--- config.mk ---
export PLATFORM = sky130hd
export DESIGN_NAME = spi_split_master
export DESIGN_NICKNAME = d
export VERILOG_FILES = /design/src/rtl/spi_split_master.sv
export SDC_FILE = /design/constraint.sdc
export NUM_CORES = 1
export LEC_CHECK = 0
export CORE_UTILIZATION = 54
export CTS_CLUSTER_DIAMETER = 120
export DETAILED_ROUTE_END_ITERATION = 8
export DONT_BUFFER_PORTS = 1
export HOLD_SLACK_MARGIN = 0.1
export PLACE_DENSITY = 0.68
export SLEW_MARGIN = 20
export SYNTH_ARGS = -nofsm -noshare
export SYNTH_HDL_FRONTEND = slang
export SYNTH_SLANG_ARGS = --single-unit
--- constraint.sdc ---
create_clock -name clk -period 3.67 [get_ports clk]
set_clock_uncertainty 0.2 [all_clocks]
set_input_delay 0 -clock clk [delete_from_list [all_inputs] [get_ports clk]]
set_output_delay 0 -clock clk [all_outputs]
set_load 0.02 [all_outputs]
--- src/rtl/spi_split_master.sv ---
module spi_split_master #(
  parameter int CNT_W = 8,
  parameter int DIV_W = 8
) (
  input  logic             clk,
  input  logic             rst_n,
  input  logic [DIV_W-1:0] clk_div,
  input  logic             cpol,
  input  logic             cpha,
  input  logic             lsb_first,
  input  logic             start,
  input  logic             stop,
  input  logic [CNT_W-1:0] tx_count,
  input  logic [CNT_W-1:0] rx_count,
  input  logic [7:0]       fill_byte,
  input  logic [7:0]       tx_data,
  input  logic             tx_valid,
  output logic             tx_ready,
  output logic [7:0]       rx_data,
  output logic             rx_valid,
  output logic             sck,
  output logic             mosi,
  output logic             cs_n,
  input  logic             miso,
  output logic             started,
  output logic             tx_done,
  output logic             rx_done,
  output logic             xfer_done,
  output logic             stopped
);

  typedef enum logic [2:0] {S_IDLE, S_LOAD, S_SHIFT, S_FIN, S_END, S_HALT} state_t;

  state_t           st;
  logic [CNT_W-1:0] tx_n, rx_n, idx;
  logic [DIV_W-1:0] dcnt;
  logic [3:0]       hc;
  logic [7:0]       tx_sh, rx_sh;
  logic             tx_fl, rx_fl;

  wire [CNT_W-1:0] total   = (tx_n > rx_n) ? tx_n : rx_n;
  wire [CNT_W-1:0] idx_nx  = idx + 1'b1;
  wire             tick    = (dcnt == clk_div);
  wire             smp_now = cpha ? hc[0] : ~hc[0];
  wire             chg_now = (cpha ? ~hc[0] : hc[0]) && (hc != 4'd0) && (hc != 4'd15);
  wire [7:0]       rx_nx   = lsb_first ? {miso, rx_sh[7:1]} : {rx_sh[6:0], miso};
  wire [7:0]       tx_nx   = lsb_first ? {1'b0, tx_sh[7:1]} : {tx_sh[6:0], 1'b0};
  wire             active  = (st == S_LOAD) || (st == S_SHIFT);

  assign mosi     = lsb_first ? tx_sh[0] : tx_sh[7];
  assign tx_ready = (st == S_LOAD) && (idx < tx_n);

  always_ff @(posedge clk or negedge rst_n) begin
    if (!rst_n) begin
      st <= S_IDLE;  tx_n <= '0;  rx_n <= '0;  idx <= '0;
      dcnt <= '0;    hc <= '0;    tx_sh <= '0; rx_sh <= '0;
      tx_fl <= 1'b0; rx_fl <= 1'b0;
      sck <= 1'b0;   cs_n <= 1'b1; rx_data <= '0; rx_valid <= 1'b0;
      started <= 1'b0; tx_done <= 1'b0; rx_done <= 1'b0;
      xfer_done <= 1'b0; stopped <= 1'b0;
    end else begin
      started <= 1'b0; tx_done <= 1'b0; rx_done <= 1'b0;
      xfer_done <= 1'b0; stopped <= 1'b0; rx_valid <= 1'b0;
      if (active && stop) begin
        st <= S_HALT;  sck <= cpol;  cs_n <= 1'b1;
        tx_done <= ~tx_fl;  rx_done <= ~rx_fl;
        tx_fl <= 1'b1;  rx_fl <= 1'b1;
      end else begin
        case (st)
          S_IDLE: begin
            sck <= cpol;
            if (start) begin
              tx_n <= tx_count;  rx_n <= rx_count;  idx <= '0;
              tx_fl <= 1'b0;  rx_fl <= 1'b0;
              cs_n <= 1'b0;  started <= 1'b1;  st <= S_LOAD;
            end
          end
          S_LOAD: begin
            dcnt <= '0;  hc <= '0;
            if (idx == total) st <= S_FIN;
            else if (idx < tx_n) begin
              if (tx_valid) begin tx_sh <= tx_data; st <= S_SHIFT; end
            end else begin
              tx_sh <= fill_byte;  st <= S_SHIFT;
            end
          end
          S_SHIFT: begin
            if (!tick) dcnt <= dcnt + 1'b1;
            else begin
              dcnt <= '0;  sck <= ~sck;  hc <= hc + 4'd1;
              if (smp_now) rx_sh <= rx_nx;
              if (chg_now) tx_sh <= tx_nx;
              if (hc == 4'd15) begin
                idx <= idx_nx;  st <= S_LOAD;
                if (idx < rx_n) begin
                  rx_valid <= 1'b1;
                  rx_data  <= cpha ? rx_nx : rx_sh;
                end
                if (idx_nx == tx_n) begin tx_done <= 1'b1; tx_fl <= 1'b1; end
                if (idx_nx == rx_n) begin rx_done <= 1'b1; rx_fl <= 1'b1; end
              end
            end
          end
          S_FIN: begin
            cs_n <= 1'b1;  tx_done <= ~tx_fl;  rx_done <= ~rx_fl;
            tx_fl <= 1'b1;  rx_fl <= 1'b1;  st <= S_END;
          end
          S_END: begin
            xfer_done <= 1'b1;  st <= S_IDLE;
          end
          default: begin
            stopped <= 1'b1;  st <= S_IDLE;
          end
        endcase
      end
    end
  end


  started_chk: assert property (@(posedge clk) disable iff (!rst_n) started |-> $past(start));

  idle_sck_chk: assert property (@(posedge clk) disable iff (!rst_n) (cs_n && $stable(cpol)) |-> (sck == cpol));

  tx_once_chk: assert property (@(posedge clk) disable iff (!rst_n) tx_done |-> !$past(tx_fl));

  rx_drop_chk: assert property (@(posedge clk) disable iff (!rst_n) rx_valid |-> !$past(rx_fl));

  txreq_cs_chk: assert property (@(posedge clk) disable iff (!rst_n) tx_ready |-> !cs_n);

  end_both_chk: assert property (@(posedge clk) disable iff (!rst_n) xfer_done |-> (tx_fl && rx_fl && cs_n));

  stop_cs_chk: assert property (@(posedge clk) disable iff (!rst_n) stopped |-> (cs_n && !xfer_done));

endmodule

==> impl_metrics.csv, run 1 <==
group,metric,value,unit
cts,cts.sinks,73,
floorplanning,io_pins,67,
sta,fmax,280.4,MHz
sta,maxSlewHeadroom,0.3802,
synthesis,synth-edff-count,0,
sta,hold_violations,0,
global_route,grt_start_max_net_pins,73,
critical_path,critical_path.max_fanout,6,
synthesis,synth_warnings,0,
sta,slew_violations,0,
synthesis,avgSynthCellArea,9.579,um^2
floorplanning,die_h,94.18,um
drt,firstDrtPassIters,5,
layout,layout-drive-gt1-share,0.1006,
synthesis,syn_nets,556,
layout,syn_to_final_growth,18.49,%
floorplanning,initial_utilization,0.5584,
pwr,power_density,622.3,nW/um^2
drt,finalWirelength,10760,um
pwr,leakagePower,2.403,nW
synthesis,synth_flop_cell,"dfrtp_1",
drt,drtIter0Drc,204,
min_path,hp-class,"primary input to flip-flop",
pwr,peakVddDrop,0.3354,mV
critical_path,cp-start-kind,"flip-flop",
global_route,grt_first_pass_wirelength,17700,um
synthesis,syn-cell-area,4588,um^2
job,cap_viol_max_count,0,
critical_path,critPathRequiredTime,3770,ps
sta,fin_crit_sh,0.9716,
global_route,grt_use_total,0.2617,
place,dp_hpwl,7144,um
cts,clk_root_buffer_cell,"clkbuf_8",
floorplanning,die_area,8869,um^2
drt,final_antenna_net_count,0,
cts,h-tree-depth,3,
synthesis,async_reset_ff_frac,1.000,
sta,worstMarginPinSlew,926.6,ps
global_route,antenna_found_initial,0,
synthesis,syn_inst,479,
sta,finalWorstSetupSlack,104.1,ps
layout,nNetsFinal,599,
floorplanning,core-area,8217,um^2
sta,fin_crit,3566,ps
layout,finalNonFillerCells,632,
cts,clkTransAtPathRegs,80,ps
cts,worstSkewPairLatency,350,ps
synthesis,seq_area_frac_synth,0.3984,
critical_path,critPathArrivalTime,3660,ps
drt,route.vias.total,3650,
critical_path,end_kind,"flip-flop",
drt,routedWlPerCell,17.02,um
run_status,status,"finished, final reports clean",
drt,remaining_drc_errors,0,
drt,vias_per_cell,5.775,
layout,antenna_cells,0,
global_route,grt_pass1_vias,3692,
cts,cts_buffer_depth,2,
sta,setup_viol,0,
cts,cts_tree,"done",
cts,cts_made_buffers,9,
synthesis,synth_cell_type_count,55,
place,gp_congestion,0.9014,
synthesis,synth_seq_cells,73,
global_route,grt-ovfl-total,0,
floorplanning,rows,33,
place,dp.cells,563,
place,port_buffers,0,
place,post-place-ws,542.8,ps
floorplanning,die_x,94.18,um
critical_path,critPathKind,"flip-flop to flip-flop",
-- sequential cells by signal, indices dropped and copies added, names as in the netlist --
| register | cells |
|---|---|
| sck | 1 |
| tx_n | 8 |
| rx_data | 8 |
| cs_n | 1 |
| rx_sh | 8 |
| tx_done | 1 |
| hc | 4 |
| idx | 8 |
| tx_sh | 8 |
| st | 3 |
| dcnt | 8 |
| rx_n | 8 |
| rx_valid | 1 |
| tx_fl | 1 |
| stopped | 1 |
| started | 1 |
| rx_done | 1 |
| rx_fl | 1 |
| xfer_done | 1 |
-- timing repair --
item / in CTS / in global routing
endpoints found under the setup margin: 0 / 1
hold endpoints to repair: 144 / 0
hold buffers: 53 / 0
buffers inserted: 0 / 0
resized for setup: 0 / 2
-- kinds of logic after synthesis --
family                     after synthesis  synth area share
adders and majority gates               28           0.07636
DFF                                     73            0.3984
AOI/OAI and AO/OA                      105            0.1464
xor gates and xnor gates                42           0.08018
muxes                                   41           0.09435
buffers and inverters                   50           0.04445
and+or+nand+nor                        140            0.1598
-- critical path: stages (launching register included) --
cell and delay, ps:
dfrtp_1 410, inv_1 140, ha_1 260, a211oi_1 220, nor2_1 110, o31ai_4 440, mux2i_1 410, nand2b_1 140
or4_1 500, o211ai_1 110, dlygate4sd3_1 570
-- placed cells by master, fill, tap and decap left out, drive strengths merged, types with 2 or more instances in the layout --
cell type    netlist  layout
dfrtp             72      72
dlygate4sd3        0      51
o21ai             45      45
nand2             43      43
nor2              35      35
xnor2             28      28
ha                28      28
inv               25      26
a21oi             24      24
mux2i             23      23
mux2              18      18
xor2              14      14
nand4             13      13
nor2b              9       9
clkbuf            17       9
nand2b             9       9
nand3              8       8
a211oi             7       7
o31ai              7       7
buf                8       6
nor4               4       4
o21a               4       4
and3               4       4
nor3               3       3
o211ai             3       3
or4                2       2
a21o               2       2
and2               2       2
o22ai              2       2
nor3b              2       2
a222oi             2       2
a221oi             2       2
a2bb2oi            2       2
clkinvlp           0       2
clkinv             0       2
bufinv             0       2
-- Yosys cell counts, types with 2 or more instances --
cell / number / area, um^2
and3_1: 4 / 25.02
ha_1: 28 / 350.3
nand4_1: 12 / 75.07
nor3b_1: 2 / 15.01
a2bb2oi_1: 2 / 17.52
a21oi_1: 22 / 110.1
nand2_1: 43 / 161.4
o211ai_1: 2 / 15.01
xnor2_1: 28 / 245.2
nor2_1: 35 / 131.4
a211oi_1: 7 / 52.55
a221oi_1: 2 / 17.52
nor2b_1: 9 / 56.30
or4_1: 2 / 15.01
dfrtp_1: 72 / 1802
mux2i_1: 23 / 230.2
o21ai_0: 44 / 220.2
nor4_1: 4 / 25.02
xor2_1: 14 / 122.6
o22ai_1: 2 / 12.51
o31ai_1: 6 / 45.04
buf_2: 4 / 20.02
nand3_1: 8 / 40.04
clkbuf_1: 17 / 63.81
a21o_1: 2 / 15.01
and2_1: 2 / 12.51
buf_1: 2 / 7.510
mux2_2: 18 / 202.7
inv_1: 25 / 93.84
a222oi_1: 2 / 20.02
o21a_1: 4 / 30.03
nand2b_1: 8 / 50.05
nor3_1: 2 / 10.01
-- path summary, 6_finish.rpt --
kind | from | to | slack, ps | cells past startpoint
max | rx_n[5] | st[0] | 100 | 10
max in group asynchronous | rst_n | rx_n[3] | 2250 | 4
max reg2reg | rx_n[5] | st[0] | 100 | 10
min in group asynchronous | rst_n | cs_n | 660 | 3
min | rx_count[1] | rx_n[1] | 120 | 3
min reg2reg | tx_fl | tx_done | 300 | 1
-- metrics by stage --
step / hold slack, ps / TNS, ps / total power (W) / util / instance area, um^2
floorplan: -495.6 / 0 / 0.002280 / - / 4588
global placement: -493.5 / 0 / 0.002516 / 0.5646 / 4639
detailed placement: -493.3 / 0 / 0.002549 / 0.5646 / 4639
CTS: 109.2 / 0 / 0.003368 / 0.6600 / 5423
global route: 120.2 / -23.48 / 0.003607 / 0.6616 / 5436
finish: 118.6 / 0 / 0.003383 / 0.6616 / 5436
-- report_power, final --
part           switching (W)  total, W  leakage [nW]  internal [W]
logic               0.000788   0.00144          1.34      0.000651
registers           0.000233   0.00124         0.958       0.00100
clock network       0.000326  0.000709         0.106      0.000383
-- final cells by class --
cell class / instances / area (um^2)
fillers: 641 / 2780
multi-input cells: 356 / 2570
flip-flops and latches: 73 / 1828
repair buffers: 57 / 595.6
well taps: 105 / 131.4
clock buffers: 9 / 123.9
clock inverters: 7 / 93.84
inverters: 25 / 93.84
-- layer usage --
layer | GRT usage | routed length, um | up-vias
li1 | - | - | 1764
met1 | 0.3333 | 4746 | 1775
met2 | 0.4402 | 5339 | 95
met3 | 0.05744 | 503 | 16
met4 | 0.08205 | 169 | 0
met5 | 0 | 0 | -
(Power assumes the default switching activity.)
==> inputs of run 2 (changes only) <==
CAP_MARGIN = 20   (was default)
RECOVER_POWER = 25   (was default)
==> run 2 against run 1 <==
  * The run now ends with capacitance limit, slew limit left
  * Utilization shrank 0.56 points
  * Worst setup slack lost 0.80 ps
  * Count of clock-buffer cells in the layout is the same
  * Sequential share of layout area grew 0.29 points
  * Die area is the same
  * Global-route usage is the same
  * Sequential power is essentially flat
  * Via count shrank 0.19%
  * Non-clock buffer count is the same
  * Power shrank 0.26%
  * First-iteration DRC count grew 6.4%
==> impl_metrics.csv, run 2 (synthesized netlist as in run 1, its figures left out) <==
group,metric,value,unit
critical_path,rrSetupSlack,100,ps
sta,maxSlewHeadroom,-0.1859,
critical_path,critical_path.max_fanout,6,
critical_path,r2r_end,"st[0]",
drt,remaining_drc_errors,0,
cts,h-tree-depth,3,
pwr,p_seq_frac,0.366,
drt,route.vias.total,3643,
critical_path,startpoint,"rx_n[5]",
sta,hold_violations,0,
drt,drt-met1-wl,4664,um
critical_path,critPathRequiredTime,3760,ps
sta,setup_viol,0,
pwr,pwr-share-clk,0.210,
floorplanning,initial_utilization,0.5584,
drt,vias_per_cell,5.764,
pwr,leakagePower,2.382,nW
floorplanning,die_h,94.18,um
global_route,grt_start_max_net_pins,73,
drt,met2_length,5345,um
drt,finalWirelength,10740,um
floorplanning,rows,33,
layout,final_common_cell,"dfrtp_1",
critical_path,cp-start-kind,"flip-flop",
pwr,swShare,0.3988,
critical_path,critPathSlowestCell,"dlygate4sd3_1",
layout,final_cell_mix,"dfrtp_1, dlygate4sd3_1, o21ai_0, nand2_1, nor2_1",
global_route,antenna_found_initial,0,
cts,cts_tree,"done",
critical_path,rr_startpoint,"rx_n[5]",
global_route,grt_pass1_vias,3692,
cts,cts.sinks,73,
layout,syn_to_final_growth,17.48,%
drt,drtIter0Drc,217,
floorplanning,die_x,94.18,um
run_status,violations,"capacitance limit, slew limit",
pwr,pwr-share-comb,0.424,
critical_path,critPathKind,"flip-flop to flip-flop",
layout,nNetsFinal,599,
critical_path,end_kind,"flip-flop",
job,cap_viol_max_count,1,
global_route,grt-ovfl-total,0,
cts,cts_setup_buffers,0,
pwr,p_int,0.002029,W
drt,top_layer,"met4",
cts,cts_made_buffers,9,
run_status,status,"finished with violations",
sta,slew_violations,73,
floorplanning,die_area,8869,um^2
drt,firstDrtPassIters,5,
layout,finalNonFillerCells,632,
layout,layout-drive-gt1-share,0.09677,
place,gp_congestion,0.9014,
critical_path,critPathArrivalTime,3660,ps
sta,worst_hold_slack,118.1,ps
cts,clk_root_buffer_cell,"clkbuf_8",
sta,fin_crit_sh,0.9718,
sta,finalSetupTns,0,ps
pwr,p_switching,0.001346,W
critical_path,crit_chain,"inv_1 -> ha_1 -> a211oi_1 -> nor2_1 -> o31ai_4 -> mux2i_1 -> nand2b_1 -> or4_1 -> o211ai_1 -> dlygate4sd3_1",
cts,clkTransAtPathRegs,80,ps
pwr,power,0.003375,W
sta,fin_crit,3567,ps
drt,routedWlPerCell,17.00,um
critical_path,critPathMaxStageDelay,570,ps
sta,worstMarginPinSlew,1779,ps
global_route,grt_first_pass_wirelength,17700,um
global_route,grt_use_total,0.2617,
sta,fmax,280.4,MHz
pwr,power_density,626.1,nW/um^2
layout,antenna_cells,0,
critical_path,cp-endpoint,"st[0]",
min_path,hp-class,"primary input to flip-flop",
place,dp.cells,563,
drt,final_antenna_net_count,0,
cts,cts_buffer_depth,2,
place,port_buffers,0,
cts,worstSkewPairLatency,350,ps
place,dp_hpwl,7144,um
drt,met3_length,547,um
floorplanning,io_pins,67,
floorplanning,core-area,8217,um^2
pwr,peakVddDrop,0.3327,mV
critical_path,reg2reg_depth,10,
==> run 2: worst min path at each step <==
| stage | from | endpoint | slack (ps) | cells after the start |
|---|---|---|---|---|
| 6_report | tx_count[6] | tx_n[6] | 120 | 3 |
| 5_1_grt | rx_count[1] | rx_n[1] | 120 | 3 |
| 4_1_cts | tx_count[7] | tx_n[7] | 110 | 3 |
| 3_5_place_dp | rst_n | rx_n[0] | -490 | 0 |
| 3_3_place_gp | rst_n | tx_n[0] | -490 | 0 |
| 2_1_floorplan | rst_n | dcnt[0] | -500 | 0 |
==> run 2: area by class of cell <==
cell class	count	area [um^2]
fill	646	2826
multi-input combinational	356	2570
sequential	73	1828
timing repair buffer	57	549.3
tap	105	131.4
clock buffer	9	123.9
clock inverter	7	93.84
inverter	25	93.84
==> run 2: layer usage <==
layer	GRT usage	vias to the layer above
met3	0.05744	17
met1	0.3333	1763
met5	0	-
met2	0.4402	98
li1	-	1765
met4	0.08205	0
==> run 2: power groups by stage <==
stage,clock (W),sequential [W],combinational (W)
after global placement,0,0.00124,0.00128
after detailed placement,0,0.00124,0.00130
final,0.000709,0.00123,0.00143
after floorplan,0,0.00116,0.00112
after CTS,0.000718,0.00123,0.00142
after global routing,0.000756,0.00126,0.00158
==> run 2: metrics by stage <==
step	setup slack, ps	util	cell area, um^2
floorplan	809.2	-	4588
global placement	644.2	0.5646	4639
detailed placement	542.8	0.5646	4639
CTS	120.1	0.6600	5423
global route	-23.48	0.6560	5390
finish	103.3	0.6560	5390
==> run 2: critical path, delay by kind of cell (launching register included) <==
kind	cells	cell delay, ps
AND/OR/NAND/NOR	3	750
multiplexers	1	400
AO/OA/AOI/OAI	3	780
flip-flops	1	410
buffers and inverters	2	710
adder cells (fa/ha/maj)	1	260
==> run 2: repair_timing <==
action                     CTS  global route
gates resized for setup      0             2
hold buffers                53             0
setup endpoints to repair    0             1
hold endpoints to repair   144             0
